===== config.mk =====
export PLATFORM = sky130hd
export DESIGN_NAME = duart_regif
export DESIGN_NICKNAME = d
export VERILOG_FILES = /design/src/rtl/duart_pkg.sv /design/src/rtl/duart_ctrl.sv /design/src/rtl/duart_datapath.sv /design/src/rtl/duart_regif.sv
export SDC_FILE = /design/constraint.sdc
export NUM_CORES = 1
export LEC_CHECK = 0
export BUFFER_PORTS_ARGS = -buffer_cell sky130_fd_sc_hd__buf_2
export CAP_MARGIN = 40
export CORE_MARGIN = 2
export CORE_UTILIZATION = 29
export DETAILED_ROUTE_END_ITERATION = 8
export SLEW_MARGIN = 20
export SYNTH_ARGS = -nofsm -noshare
export SYNTH_HDL_FRONTEND = slang
export SYNTH_HIERARCHICAL = 1
export SYNTH_SLANG_ARGS = --single-unit

===== constraint.sdc =====
create_clock -name clk -period 2.53 [get_ports clk]
set_input_delay 0.253 -clock clk [delete_from_list [all_inputs] [get_ports clk]]
set_output_delay 0.253 -clock clk [all_outputs]
set_load 0.02 [all_outputs]

===== src/rtl/duart_pkg.sv =====
package duart_pkg;
  localparam int DATA_W = 8;
  localparam int NUM_CH = 2;
  localparam int ADDR_W = 3;
  localparam int MF_W   = 2;

  localparam logic [ADDR_W-1:0] OFS_DLL = 3'd0;
  localparam logic [ADDR_W-1:0] OFS_DLM = 3'd1;
  localparam logic [ADDR_W-1:0] OFS_AFR = 3'd2;
  localparam logic [ADDR_W-1:0] OFS_LCR = 3'd3;

  localparam logic [DATA_W-1:0] ID_BYTE  = {4'h3, 4'h1};
  localparam logic [DATA_W-1:0] LCR_LOCK = 8'hBF;

  typedef enum logic [2:0] {
    RD_ZERO, RD_LCR, RD_DLL, RD_DLM, RD_AFR, RD_ID
  } rdsel_e;

  typedef enum logic [MF_W-1:0] {
    MF_OUT2  = 2'd0,
    MF_BAUD  = 2'd1,
    MF_RXRDY = 2'd2,
    MF_HIGH  = 2'd3
  } mfsel_e;

  typedef struct packed {
    logic [NUM_CH-1:0] wrLcr;
    logic [NUM_CH-1:0] wrDll;
    logic [NUM_CH-1:0] wrDlm;
    logic [NUM_CH-1:0] wrAfr;
    rdsel_e            rdSel;
  } strobe_t;
endpackage


===== src/rtl/duart_ctrl.sv =====
module duart_ctrl
  import duart_pkg::*;
(
  input  logic [ADDR_W-1:0]             addr,
  input  logic                          wrEn,
  input  logic                          chSel,
  input  logic                          cwEn,
  input  logic [NUM_CH-1:0][DATA_W-1:0] lcr,
  input  logic [NUM_CH-1:0]             divZero,
  output strobe_t                       stb
);
  logic [NUM_CH-1:0] extOpen;
  logic [NUM_CH-1:0] chHit;

  // Per-channel write decode; shared enable fans one write out to all channels
  for (genvar c = 0; c < NUM_CH; c++) begin : g_dec
    assign extOpen[c]   = lcr[c][DATA_W-1] && (lcr[c] != LCR_LOCK);
    assign chHit[c]     = wrEn && ((chSel == 1'(c)) || cwEn);
    assign stb.wrLcr[c] = chHit[c] && (addr == OFS_LCR);
    assign stb.wrDll[c] = chHit[c] && extOpen[c] && (addr == OFS_DLL);
    assign stb.wrDlm[c] = chHit[c] && extOpen[c] && (addr == OFS_DLM);
    assign stb.wrAfr[c] = chHit[c] && extOpen[c] && (addr == OFS_AFR);
  end

  // Read source always follows the channel select
  always_comb begin
    stb.rdSel = RD_ZERO;
    if (addr == OFS_LCR) begin
      stb.rdSel = RD_LCR;
    end else if (extOpen[chSel]) begin
      case (addr)
        OFS_DLL: stb.rdSel = divZero[chSel] ? RD_ID : RD_DLL;
        OFS_DLM: stb.rdSel = RD_DLM;
        OFS_AFR: stb.rdSel = RD_AFR;
        default: stb.rdSel = RD_ZERO;
      endcase
    end
  end
endmodule


===== src/rtl/duart_datapath.sv =====
module duart_datapath
  import duart_pkg::*;
(
  input  logic                          clk,
  input  logic                          rst,
  input  strobe_t                       stb,
  input  logic [DATA_W-1:0]             wrData,
  input  logic                          rdEn,
  input  logic                          chSel,
  input  logic [NUM_CH-1:0]             rxRdy,
  input  logic [NUM_CH-1:0]             baudOut,
  input  logic [NUM_CH-1:0]             out2,
  output logic [NUM_CH-1:0][DATA_W-1:0] lcr,
  output logic [NUM_CH-1:0]             divZero,
  output logic                          cwEn,
  output logic [DATA_W-1:0]             rdData,
  output logic [NUM_CH-1:0]             mfOut,
  output logic [NUM_CH-1:0][2*DATA_W-1:0] divisor
);
  localparam int PadW = DATA_W - MF_W - 1;

  logic [NUM_CH-1:0][DATA_W-1:0] dllQ;
  logic [NUM_CH-1:0][DATA_W-1:0] dlmQ;
  logic [NUM_CH-1:0][MF_W-1:0]   mfSelQ;
  logic                          cwQ;

  for (genvar c = 0; c < NUM_CH; c++) begin : g_ch
    always_ff @(posedge clk or posedge rst) begin
      if (rst) begin
        lcr[c]    <= '0;
        dllQ[c]   <= '0;
        dlmQ[c]   <= '0;
        mfSelQ[c] <= MF_OUT2;
      end else begin
        if (stb.wrLcr[c]) lcr[c]    <= wrData;
        if (stb.wrDll[c]) dllQ[c]   <= wrData;
        if (stb.wrDlm[c]) dlmQ[c]   <= wrData;
        if (stb.wrAfr[c]) mfSelQ[c] <= wrData[MF_W:1];
      end
    end

    assign divZero[c] = (dllQ[c] == '0) && (dlmQ[c] == '0);
    assign divisor[c] = {dlmQ[c], dllQ[c]};

    always_comb begin
      case (mfsel_e'(mfSelQ[c]))
        MF_OUT2:  mfOut[c] = out2[c];
        MF_BAUD:  mfOut[c] = baudOut[c];
        MF_RXRDY: mfOut[c] = rxRdy[c];
        default:  mfOut[c] = 1'b1;
      endcase
    end
  end

  // One shared enable, written through whichever channel(s) accept the write
  always_ff @(posedge clk or posedge rst) begin
    if (rst)             cwQ <= 1'b0;
    else if (|stb.wrAfr) cwQ <= wrData[0];
  end
  assign cwEn = cwQ;

  always_comb begin
    rdData = '0;
    if (rdEn) begin
      case (stb.rdSel)
        RD_LCR:  rdData = lcr[chSel];
        RD_DLL:  rdData = dllQ[chSel];
        RD_DLM:  rdData = dlmQ[chSel];
        RD_AFR:  rdData = {{PadW{1'b0}}, mfSelQ[chSel], cwQ};
        RD_ID:   rdData = ID_BYTE;
        default: rdData = '0;
      endcase
    end
  end
endmodule


===== src/rtl/duart_regif.sv =====
module duart_regif
  import duart_pkg::*;
(
  input  logic                         clk,
  input  logic                         rst,
  input  logic [ADDR_W-1:0]            addr,
  input  logic [DATA_W-1:0]            wrData,
  input  logic                         wrEn,
  input  logic                         rdEn,
  input  logic                         chSel,
  input  logic [NUM_CH-1:0]            rxRdy,
  input  logic [NUM_CH-1:0]            baudOut,
  input  logic [NUM_CH-1:0]            out2,
  output logic [DATA_W-1:0]            rdData,
  output logic [NUM_CH-1:0]            mfOut,
  output logic [NUM_CH*DATA_W-1:0]     lcrOut,
  output logic [NUM_CH*2*DATA_W-1:0]   divOut
);
  strobe_t                        stb;
  logic                           cwEn;
  logic [NUM_CH-1:0][DATA_W-1:0]  lcr;
  logic [NUM_CH-1:0]              divZero;
  logic [NUM_CH-1:0][2*DATA_W-1:0] divisor;

  duart_ctrl u_ctrl (
    .addr(addr), .wrEn(wrEn), .chSel(chSel), .cwEn(cwEn),
    .lcr(lcr), .divZero(divZero), .stb(stb)
  );

  duart_datapath u_dp (
    .clk(clk), .rst(rst), .stb(stb), .wrData(wrData), .rdEn(rdEn),
    .chSel(chSel), .rxRdy(rxRdy), .baudOut(baudOut), .out2(out2),
    .lcr(lcr), .divZero(divZero), .cwEn(cwEn), .rdData(rdData),
    .mfOut(mfOut), .divisor(divisor)
  );

  assign lcrOut = lcr;
  assign divOut = divisor;
endmodule


# After elaboration in Yosys (flattened, before gate mapping)
# Index checks and enable logic that the tools add are counted.
dict set report word_totals {
  reg_bits 53
  elab_cells 71
  inputBits 22
  output_inout_bits 58
}
dict set report op_classes {
  n_reduce_logical 26
  eq_ne 14
  n_bitwise 1
  muxes 20
  magnitude_cmp 1
}
# cell count
set ops {}
lappend ops {{$mux W8} 7}
lappend ops {{$pmux W8 S5} 1}
lappend ops {{$logic_not A8 Y1} 4}
lappend ops {{$logic_and A1 B1 Y1} 16}
lappend ops {{$ne A8 B8 Y1 const B} 2}
lappend ops {{$eq A3 B2 Y1 const B} 4}
lappend ops {{$mux W3} 3}
lappend ops {{$pmux W3 S3} 1}
lappend ops {{$eq A3 B1 Y1 const B} 2}
lappend ops {{$eq A3 B3 Y1 const B} 2}
lappend ops {{$pmux W1 S3} 2}
lappend ops {{$eq A2 B1 Y1 const B} 2}
lappend ops {{$eq A2 B2 Y1 const B} 2}
lappend ops {{$logic_not A2 Y1} 2}
lappend ops {{$mux W1} 4}
lappend ops {{$mux W2} 2}
lappend ops {{$logic_not A3 Y1} 1}
lappend ops {{$logic_or A1 B1 Y1} 2}
lappend ops {{$lt A1 B2 Y1 const B} 1}
lappend ops {{$reduce_or A2 Y1} 1}
lappend ops {{$not A1 Y1} 1}

# Depth between registers and ports, before layout
dict set report depth {
  word_depth 11
  mapped_depth 9
  depth_no_buf 8
}

# By module
# Netlist, hierarchy kept.
# mod seq_area_each_um2 n_inst area_each_um2 cells_per_inst
set modules_own_cells {}
lappend modules_own_cells {duart_datapath 1326.3 1 2628.8 196}
lappend modules_own_cells {duart_ctrl 0.0 1 195.2 30}

# Least setup slack after synthesis
# OpenSTA, ideal clock, no wires.
dict set report synth_path {
  path_type {flip-flop to output port}
  start {register u_dp.dlmQ (netlist bit u_dp/divisor[13])}
  end {output rdData[0]}
  stages_incl_launch_ff 9
  arrival_time_ps 2497
  path_slack_ps -220
  n_path_buf 0
  t_required_ps 2277
  cell_sequence {dfrtp_1 -> nor4_1 -> and4_1 -> mux2_2 -> o21ai_0 -> o21ai_0 -> nor3b_2 -> a22oi_1 -> a21oi_1}
}
# item line_no
set synth_lines {}
lappend synth_lines {{start, declared} duart_datapath.sv:23} ;# logic [NUM_CH-1:0][DATA_W-1:0] dlmQ;
lappend synth_lines {{start signal, assigned by index} duart_datapath.sv:37} ;# if (stb.wrDlm[c]) dlmQ[c] <= wrData;
lappend synth_lines {{end, declared} duart_regif.sv:14} ;# output logic [DATA_W-1:0] rdData,

==> flow_summary.yaml <==
power:
  intPower_uw: 2340
  clockPowerShare_pct: 13.3
  switchingPower_uw: 1510
  p_per_area_nw_per_um2: 898
  swShare_pct: 39.2
  pwr-share-seq_pct: 35.2
  p_comb_share_pct: 51.4
  p_leak_uw: 0.00202
  peakVddDrop_v: 0.000436
critical_path:
  cp_data_arrival_time_ns: 2.71
  worstSetupPathType: "reg2out"
  critPathMaxStageDelay_ns: 0.41
  worstPathCellList: "nor4_4 -> and4_1 -> mux2_4 -> a2111oi_4 -> buf_4 -> nand3b_1 -> buf_6 -> o22a_1 -> a21oi_4 -> buf_6"
  r2r_setup_slack_ns: 0.56
  critical_path_required_ns: 2.28
  crit_path_end_kind: "primary output"
  slowest_stage: "a2111oi_4"
  crit_top_cell: "buf_6"
  cp-start-kind: "flop"
  cp_max_fo: 5
logic_synthesis:
  synth_nets: 248
  ys_ff_latch: 53
  postSynthAreaPerCell_um2: 12.5
  synth.distinct_cells: 35
  yosysWarnings: 6
  synthCells: 226
  netlist_area_um2: 2820
  synth_seq_area_share_pct: 47.0
  synth-edff-count: 0
  synth_ff_type: "dfrtp_1"
  async_flop_share_pct: 100
floorplanning:
  start_util_pct: 29.4
  fp.dieW_um: 103
  core_area_um2: 9590
  pin_count: 80
  die_height_um: 103
  die_area_um2: 10500
  std_cell_rows: 36
detailed_routing:
  post_drt_via_cell_ratio: 4.84
  postRouteWirelength_um: 9290
  num_vias: 2482
  drt_iter0_markers: 95
  drtPass1Iterations: 6
  ant_nets: 0
  drc: 0
  avgRoutedWirePerCell_um: 18.1
clocking:
  cts_sinks: 53
  clk_pin_slew_ns: 0.11
  clock_latency_ns: 0.32
  tritoncts: "done"
  cts_buffers: 5
  h-tree-depth: 2
  clk_path_buf_depth: 2
  clockRootBuffer: "clkbuf_8"
grt:
  grt_pass1_vias: 2565
  grt_pass1_wl_um: 14500
  grt_overflow_total: 0
  grt_antenna_before_repair: 0
  grt_usage_pct: 18.3
  grt_start_max_net_pins: 24
hold_path:
  hp-class: "in2reg"
placement:
  dpl.hpwl_um: 6930
  placed_cells: 497
  io_buffers: 79
  placed_area_um2: 3920
  gp_congestion: 0.882
status:
  violations: "negative setup slack"
  outcome: "finished, violations left"
timing:
  whs_ns: 0.266
  final_hold_viol_count: 0
  slew_headroom_pct: 65.4
  setup_tns_ns: -3.18
  drv_slew: 0
  rsz0062_at_grt: "yes"
  finalCriticalPeriod_ns: 2.96
  finClkSkew_ns: 0.00990
  fmax_mhz: 338
  post-route-period-util_pct: 117
  tightest_slew_ns: 0.518
  setup_viol: 8
  fin_ws_ns: -0.430
finish:
  fin_cells: 513
  area_delta_synth_final_pct: 51.8
  final_cell_mix: "buf_4 (74), buf_2 (71), mux2_2 (65)"
  nets: 401
  antenna_cells: 0
  fin_util_pct: 44.7
  num-fill-cells: 931
  fin_area_um2: 4290
  drive_above_1_share_pct: 77.4
  final_common_cell: "buf_4"
run:
  cap_violations: 0
cells by family (layout without fill, tap and decap cells):
logic type	after synthesis	count (layout)	synth area share, %
muxes	81	81	32.1
DFF	53	53	47.0
and+or+nand+nor	47	47	10.0
AOI/OAI and AO/OA	30	30	8.02
buffers and inverters	15	169	2.92
layout make-up:
| class | count | area [um^2] | area share, % |
|---|---|---|---|
| Clock buffer | 5 | 68.8 | 1.61 |
| Tap cell | 133 | 166 | 3.88 |
| Timing Repair Buffer | 157 | 1040 | 24.4 |
| Clock inverter | 3 | 21.3 | 0.496 |
| Multi-Input combinational cell | 158 | 1600 | 37.3 |
| Inverter | 4 | 15.0 | 0.350 |
| Sequential cell | 53 | 1370 | 31.9 |
layer usage:
layer	track usage (%)	vias up	share of wire, %
met5	0	-	0
met4	5.03	0	1.5
met3	2.85	10	5.3
met2	29.5	79	48
met1	25.7	1227	45
li1	-	1166	-
Yosys cell counts (2+ instances only):
cell type  instances  area, um^2
a2bb2oi_1          2        17.5
and3_1             6        37.5
nand3b_1           2        15.0
nor2b_1            3        18.8
nor2_1            14        52.6
mux2_4             2        30.0
buf_6              2        22.5
a211oi_1           2        15.0
dfrtp_1           53        1330
clkbuf_1           6        22.5
nand4b_1           2        17.5
mux2i_1           11         110
nand3_1            3        15.0
o21ai_0            7        35.0
and4_1             2        17.5
a222oi_1           3        30.0
o21ai_1            2        10.0
nor4_1             8        50.1
o22a_1             4        35.0
mux2_1             2        22.5
buf_4              3        22.5
a21oi_1            6        30.0
inv_1              4        15.0
mux2_2            66         743
worst max-delay path: cells and delay by family, from the launching register on:
| kind | cells | cell delay, ns |
|---|---|---|
| buffers and inverters | 3 | 0.49 |
| AOI/OAI and AO/OA | 3 | 0.80 |
| DFF | 1 | 0.40 |
| muxes | 1 | 0.30 |
| and+or+nand+nor | 3 | 0.39 |
sequential cells by signal (all words and copies together) (netlist names):
register	flops
u_dp/divisor	32
u_dp/cwEn	1
u_dp/lcr	16
u_dp/mfSelQ	4
power by group through the flow:
stage / sequential (uW) / clock (uW) / combinational (uW)
after floorplan: 1680 / 0 / 588
after global placement: 1310 / 0 / 1850
after detailed placement: 1320 / 0 / 1870
after CTS: 1350 / 519 / 1960
after global routing: 1390 / 555 / 2120
final: 1360 / 514 / 1980
through the flow:
| stage | total power [uW] | worst slack [ns] |
|---|---|---|
| global route | 4070 | -0.538 |
| detailed placement | 3190 | -0.300 |
| global placement | 3160 | -0.246 |
| finish | 3850 | -0.430 |
| floorplan | 2260 | -0.0190 |
| CTS | 3830 | -0.439 |
path summary, 6_finish.rpt:
kind,startpoint,to,cells past startpoint
max in group asynchronous,rst,u_dp/divisor[19],4
max,u_dp/divisor[15],rdData[1],10
min,wrData[7],u_dp/divisor[15],2
max reg2reg,u_dp/lcr[4],u_dp/divisor[13],6
min in group asynchronous,rst,u_dp/divisor[4],3
min reg2reg,u_dp/cwEn,u_dp/cwEn,1
timing repair:
item	in CTS	in global routing
endpoints found under the hold margin	21	0
pin swaps	18	12
buffers inserted	8	1
resized for setup	34	15
hold buffers	1	0
setup endpoints to repair	8	8
Power figures use the tool's default switching activity.
